File: src/rtl/pwr_mode_pkg.sv
package pwr_mode_pkg;

    typedef enum logic [1:0] {
        PM_RUN   = 2'd0,
        PM_IDLE  = 2'd1,
        PM_PDOWN = 2'd2,
        PM_SLEEP = 2'd3
    } pm_state_e;

    typedef struct packed {
        pm_state_e st;
    } fsm_reg_t;

    typedef struct packed {
        logic cpu;
        logic per;
        logic rtc;
    } clk_en_t;

    function automatic logic pm_is_deep(input pm_state_e s);
        return (s == PM_PDOWN) || (s == PM_SLEEP);
    endfunction

endpackage

File: src/rtl/pwr_wake_qual.sv
module pwr_wake_qual #(
    parameter int N_EXT = 4,
    parameter int N_PER = 8
) (
    input  logic [N_EXT-1:0] ext_irq,
    input  logic [N_EXT-1:0] ext_irq_en,
    input  logic [N_PER-1:0] per_irq,
    input  logic [N_PER-1:0] per_irq_en,
    output logic             wake_ext,
    output logic             wake_any
);
    logic [N_EXT-1:0] ext_live;
    logic [N_PER-1:0] per_live;

    for (genvar g = 0; g < N_EXT; g++) begin : g_ext
        assign ext_live[g] = ext_irq[g] & ext_irq_en[g];
    end

    for (genvar g = 0; g < N_PER; g++) begin : g_per
        assign per_live[g] = per_irq[g] & per_irq_en[g];
    end

    assign wake_ext = |ext_live;
    assign wake_any = wake_ext | (|per_live);

endmodule

File: src/rtl/pwr_mode_fsm.sv
module pwr_mode_fsm
    import pwr_mode_pkg::*;
(
    input  logic      clk,
    input  logic      rst_n,
    input  logic      sync_rst,
    input  logic      ent_idle,
    input  logic      ent_pdown,
    input  logic      ent_sleep,
    input  logic      wake_ext,
    input  logic      wake_any,
    output pm_state_e state_q,
    output pm_state_e state_d
);
    fsm_reg_t r_d, r_q;

    always_comb begin
        r_d = r_q;
        if (sync_rst) begin
            r_d.st = PM_RUN;
        end else begin
            unique case (r_q.st)
                PM_RUN: begin
                    if (wake_any)       r_d.st = PM_RUN;
                    else if (ent_pdown) r_d.st = PM_PDOWN;
                    else if (ent_sleep) r_d.st = PM_SLEEP;
                    else if (ent_idle)  r_d.st = PM_IDLE;
                end
                PM_IDLE:  if (wake_any) r_d.st = PM_RUN;
                PM_SLEEP: if (wake_ext) r_d.st = PM_RUN;
                PM_PDOWN: r_d.st = PM_PDOWN;
                default:  r_d.st = PM_RUN;
            endcase
        end
    end

    always_ff @(posedge clk or negedge rst_n) begin
        if (!rst_n) r_q <= '{st: PM_RUN};
        else        r_q <= r_d;
    end

    assign state_q = r_q.st;
    assign state_d = r_d.st;


    sync_reset_to_run_chk: assert property (@(posedge clk) disable iff (!rst_n)
        sync_rst |=> state_q == PM_RUN);


    pdown_sticky_chk: assert property (@(posedge clk) disable iff (!rst_n)
        (state_q == PM_PDOWN && !sync_rst) |=> state_q == PM_PDOWN);


    idle_exit_chk: assert property (@(posedge clk) disable iff (!rst_n)
        (state_q == PM_IDLE && wake_any && !sync_rst) |=> state_q == PM_RUN);


    sleep_hold_chk: assert property (@(posedge clk) disable iff (!rst_n)
        (state_q == PM_SLEEP && !wake_ext && !sync_rst) |=> state_q == PM_SLEEP);


    entry_cancel_chk: assert property (@(posedge clk) disable iff (!rst_n)
        (state_q == PM_RUN && wake_any) |=> state_q == PM_RUN);

endmodule

File: src/rtl/pwr_clk_en.sv
module pwr_clk_en
    import pwr_mode_pkg::*;
(
    input  logic      clk,
    input  logic      rst_n,
    input  logic      sync_rst,
    input  logic      rtc_keep,
    input  pm_state_e state_q,
    input  pm_state_e state_d,
    output logic      cpu_en,
    output logic      per_en,
    output logic      rtc_en
);
    clk_en_t en_d, en_q;

    always_comb begin
        en_d = en_q;
        if (sync_rst) begin
            en_d = '{cpu: 1'b1, per: 1'b1, rtc: 1'b1};
        end else if (state_d != state_q) begin
            unique case (state_d)
                PM_RUN:   en_d = '{cpu: 1'b1, per: 1'b1, rtc: 1'b1};
                PM_IDLE:  en_d = '{cpu: 1'b0, per: 1'b1, rtc: 1'b1};
                default:  en_d = '{cpu: 1'b0, per: 1'b0, rtc: rtc_keep};
            endcase
        end
    end

    always_ff @(posedge clk or negedge rst_n) begin
        if (!rst_n) en_q <= '{cpu: 1'b1, per: 1'b1, rtc: 1'b1};
        else        en_q <= en_d;
    end

    assign cpu_en = en_q.cpu;
    assign per_en = en_q.per;
    assign rtc_en = en_q.rtc;


    cpu_only_in_run_chk: assert property (@(posedge clk) disable iff (!rst_n)
        cpu_en == (state_q == PM_RUN));


    per_off_when_deep_chk: assert property (@(posedge clk) disable iff (!rst_n)
        per_en == !pm_is_deep(state_q));


    en_steady_chk: assert property (@(posedge clk) disable iff (!rst_n)
        (!sync_rst && state_d == state_q) |=> $stable(en_q));

endmodule

File: src/rtl/pwr_mode_ctrl.sv
module pwr_mode_ctrl
    import pwr_mode_pkg::*;
#(
    parameter int N_EXT = 4,
    parameter int N_PER = 8
) (
    input  logic             clk,
    input  logic             rst_n,
    input  logic             sw_rst,
    input  logic             wdt_rst,
    input  logic             enter_idle,
    input  logic             enter_pdown,
    input  logic             enter_sleep,
    input  logic             rtc_keep,
    input  logic [N_EXT-1:0] ext_irq,
    input  logic [N_EXT-1:0] ext_irq_en,
    input  logic [N_PER-1:0] per_irq,
    input  logic [N_PER-1:0] per_irq_en,
    output logic             cpu_clk_en,
    output logic             per_clk_en,
    output logic             rtc_clk_en,
    output logic [1:0]       mode
);
    logic      sync_rst;
    logic      wake_ext, wake_any;
    pm_state_e st_q, st_d;

    assign sync_rst = sw_rst | wdt_rst;

    pwr_wake_qual #(.N_EXT(N_EXT), .N_PER(N_PER)) u_wake (
        .ext_irq   (ext_irq),
        .ext_irq_en(ext_irq_en),
        .per_irq   (per_irq),
        .per_irq_en(per_irq_en),
        .wake_ext  (wake_ext),
        .wake_any  (wake_any)
    );

    pwr_mode_fsm u_fsm (
        .clk      (clk),
        .rst_n    (rst_n),
        .sync_rst (sync_rst),
        .ent_idle (enter_idle),
        .ent_pdown(enter_pdown),
        .ent_sleep(enter_sleep),
        .wake_ext (wake_ext),
        .wake_any (wake_any),
        .state_q  (st_q),
        .state_d  (st_d)
    );

    pwr_clk_en u_en (
        .clk     (clk),
        .rst_n   (rst_n),
        .sync_rst(sync_rst),
        .rtc_keep(rtc_keep),
        .state_q (st_q),
        .state_d (st_d),
        .cpu_en  (cpu_clk_en),
        .per_en  (per_clk_en),
        .rtc_en  (rtc_clk_en)
    );

    assign mode = st_q;


    strobe_to_idle_chk: assert property (@(posedge clk) disable iff (!rst_n)
        (mode == 2'd0 && enter_idle && !enter_pdown && !enter_sleep && !wake_any && !sync_rst)
        |=> mode == 2'd1);

endmodule

File: config.mk
export PLATFORM = sky130hd
export DESIGN_NAME = pwr_mode_ctrl
export DESIGN_NICKNAME = d
export VERILOG_FILES = /design/src/rtl/pwr_mode_pkg.sv /design/src/rtl/pwr_wake_qual.sv /design/src/rtl/pwr_mode_fsm.sv /design/src/rtl/pwr_clk_en.sv /design/src/rtl/pwr_mode_ctrl.sv
export SDC_FILE = /design/constraint.sdc
export NUM_CORES = 1
export LEC_CHECK = 0
export ABC_AREA = 1
export BUFFER_PORTS_ARGS = -buffer_cell sky130_fd_sc_hd__buf_2
export CAP_MARGIN = 20
export CORE_UTILIZATION = 30
export CTS_CLUSTER_SIZE = 25
export DETAILED_ROUTE_END_ITERATION = 12
export MAX_ROUTING_LAYER = met4
export PLACE_DENSITY = 0.68
export SLEW_MARGIN = 20
export SYNTH_ARGS = -nofsm -noshare
export SYNTH_HDL_FRONTEND = slang
export SYNTH_HIERARCHICAL = 1
export SYNTH_SLANG_ARGS = --single-unit
File: constraint.sdc
create_clock -name clk -period 2.2 [get_ports clk]
set_input_delay 0 -clock clk [delete_from_list [all_inputs] [get_ports clk]]
set_output_delay 0 -clock clk [all_outputs]
set_load 0.01 [all_outputs]
==> flow_summary.ini <==
[route]
detail-route-antenna-nets = 0
via_per_inst = 4.19
dr_total_vias = 570
detailedRoute.firstIterationViolations = 12
drc = 0
wl_per_cell_um = 8.28
routed_wl_mm = 1.13
drt-pass1-iter-count = 4

[clock_tree]
clockBufferDepth = 2
cts_tree = yes
clk_pin_slew_ns = 0.05
cts-root-buf = clkbuf_4
cts_inserted_buffers = 3
clock-sinks = 5
clock_latency_ns = 0.24
h-tree-depth = 1

[timing]
finalClockSkew_ns = 0.000732
setup_viol = 0
setup_tns_ns = 0
worstMarginPinSlew_ns = 0.333
fmax_mhz = 692
fin_hold_ws_ns = 0.0641
worst_slack_ns = 0.755
rsz0062_at_grt = false
maxSlewHeadroom = 0.777
hold_viol = 0
fin_crit_ns = 1.45
finalCritPeriodShare = 0.657
drv_slew = 0

[worst_setup_path]
regToRegSetupSlack_ns = 0.75
cp.required_ns = 2.38
cp_common_cell = nand2_1
cp_num_buf_inv = 1
r2r_end = u_en/rtc_en
path_class = reg2reg
start_kind = flop
cpMaxStageDelayCell = dfrtp_1
cpPeakStageDelay_ns = 0.43
arrival_ns = 1.63
cp-startpoint = u_fsm/state_q[1]
path_cells = inv_1 > nand2_1 > nand2_1 > nand2_1 > nor2_1 > nor2_2 > nor2_2 > nand3_1 > nand2_1
cp-end-kind = flop
cp_max_fo = 7
r2r_start = u_fsm/state_q[1]
r2r_cells = 9
path_delay_family = simple AND/OR/NAND/NOR gates

[grt]
grt_max_degree = 8
grt_pass1_vias = 457
overflow = 0
grt_pass1_wl_mm = 1.69
grt_usage = 0.148
antenna_found_initial = 0

[hold_path]
min_path_cells = 4
holdPathEnd = u_en/rtc_en
min_from = rtc_keep
hp-class = in2reg

[yosys]
netlist_instances = 80
synth_fa_ha_area_frac = 0
yosys-top-cells-area = nand2_1, dfstp_2, dfrtp_1
synth_xor_xnor_area_share = 0
synth.area.mux_share = 0
ys_ff_latch = 5
yosys.cell_types.count = 15
yosys.area.top_type = nand2_1
ys_seq_area_frac = 0.288
synth_top_family_by_area = simple AND/OR/NAND/NOR gates
yosysWarnings = 6
synthSimpleGateAreaFrac = 0.539
avgSynthCellArea_um2 = 5.60
syn_area_um2 = 448
synth.top_cell.area_share = 0.327
synth_compound_area_frac = 0.0642
synthesis.nets = 112

[power_and_ir_drop]
total_power_uw = 278
vdd_drop_max_v = 0.000153
p_per_area_nw_per_um2 = 407
leakage_nw = 0.420

[die]
core-area_um2 = 1350
die_area_um2 = 1650
design.portCount = 37
fp.dieH_um = 40.6
row_count = 13
die_x_um = 40.6
start_util = 0.332

[finish]
fin_nets = 154
n_antenna_cell = 0
drive_above_1_share = 0.397
area_growth_pct = 52.5
fin_area_um2 = 683

[placed_design]
hpwl_um = 966
dpl_cell_area_um2 = 647
routabilityCongestion = 0.727
dp_worst_setup_slack_ns = 0.762
io_buffer_count = 36

[flow_run]
maxCapViolations = 0

[outcome]
status = complete, no violations
worst min-delay path, cell delays in order:
cell and delay, ns:
buf_2 0.07, or2_0 0.09, nand2_1 0.05, nand2_1 0.05
stage by stage:
| stage | cells | util |
|---|---|---|
| global placement | 131 | 0.479 |
| detailed placement | 131 | 0.479 |
| global route | 136 | 0.506 |
| CTS | 136 | 0.506 |
| finish | 136 | 0.506 |
| floorplan | 80 | - |
synth_stat cells:
cell,count
nor2_1,7
o21ai_1,1
a21oi_2,1
nand3_1,4
dfrtp_1,2
nor2_2,3
inv_1,13
a21oi_1,2
or2_0,1
nand2_1,39
nand3_2,1
dfstp_2,3
nand3b_1,1
nand2_2,1
o21ai_0,1
sequential cells by signal, summed over array words and instances (netlist names):
signal,flops
u_fsm/state_q,2
u_en/cpu_en,1
u_en/per_en,1
u_en/rtc_en,1
layer usage:
layer,GRT usage,part of all wire,up-vias,routed length (um)
li1,-,-,320,-
met2,0.262,0.50,12,560
met4,0.0500,0,0,0
met1,0.183,0.46,238,523
met5,-,0,-,0
met3,0,0.037,0,42
logic make-up after synthesis:
group,after synthesis
compound gates,5
flops,5
simple gates,57
buf+inv,13
cell usage in the layout, fill, tap and decap left out:
master         Yosys  routed
or2_0              1       1
a21oi_2            1       1
o21ai_1            1       1
dlygate4sd3_1      0       1
nand3_2            1       1
inv_1             13      13
nand3_1            4       4
nand2_2            1       1
nand3b_1           1       1
dfstp_2            3       3
a21oi_1            2       2
clkbuf_1           0       1
o21ai_0            1       1
nand2_1           39      39
nor2_2             3       3
buf_2              0      36
clkbuf_4           0       3
dfrtp_1            2       2
nor2_1             7       7
timing repair:
action / 4_1_cts / 5_1_grt
resized for setup: 0 / 0
setup buffers: 0 / 0
endpoints found under the hold margin: 5 / 0
hold buffers: 1 / 0
setup endpoints to repair: 0 / 0
power by group:
| group | switching [mW] | internal, mW | total (mW) |
|---|---|---|---|
| sequential | 0.00293 | 0.0995 | 0.102 |
| clock | 0.0378 | 0.0686 | 0.106 |
| combinational | 0.0330 | 0.0363 | 0.0693 |
| total | 0.0737 | 0.204 | 0.278 |
cell type report:
cell class,count,area [um2]
Sequential cell,5,129
Inverter,13,48.8
Fill cell,152,667
Clock buffer,4,26.3
Tap cell,15,18.8
Timing Repair Buffer,37,190
Multi-Input combinational cell,62,270
worst max-delay path by stage:
stage,endpoint,slack (ns),depth (start not counted)
finish,u_en/rtc_en,0.75,9
global route,u_en/per_en,0.60,9
CTS,u_en/rtc_en,0.75,9
floorplan,u_en/cpu_en,0.91,9
detailed placement,u_en/per_en,0.76,14
global placement,u_en/rtc_en,0.77,14
Power figures use the tool's default switching activity.
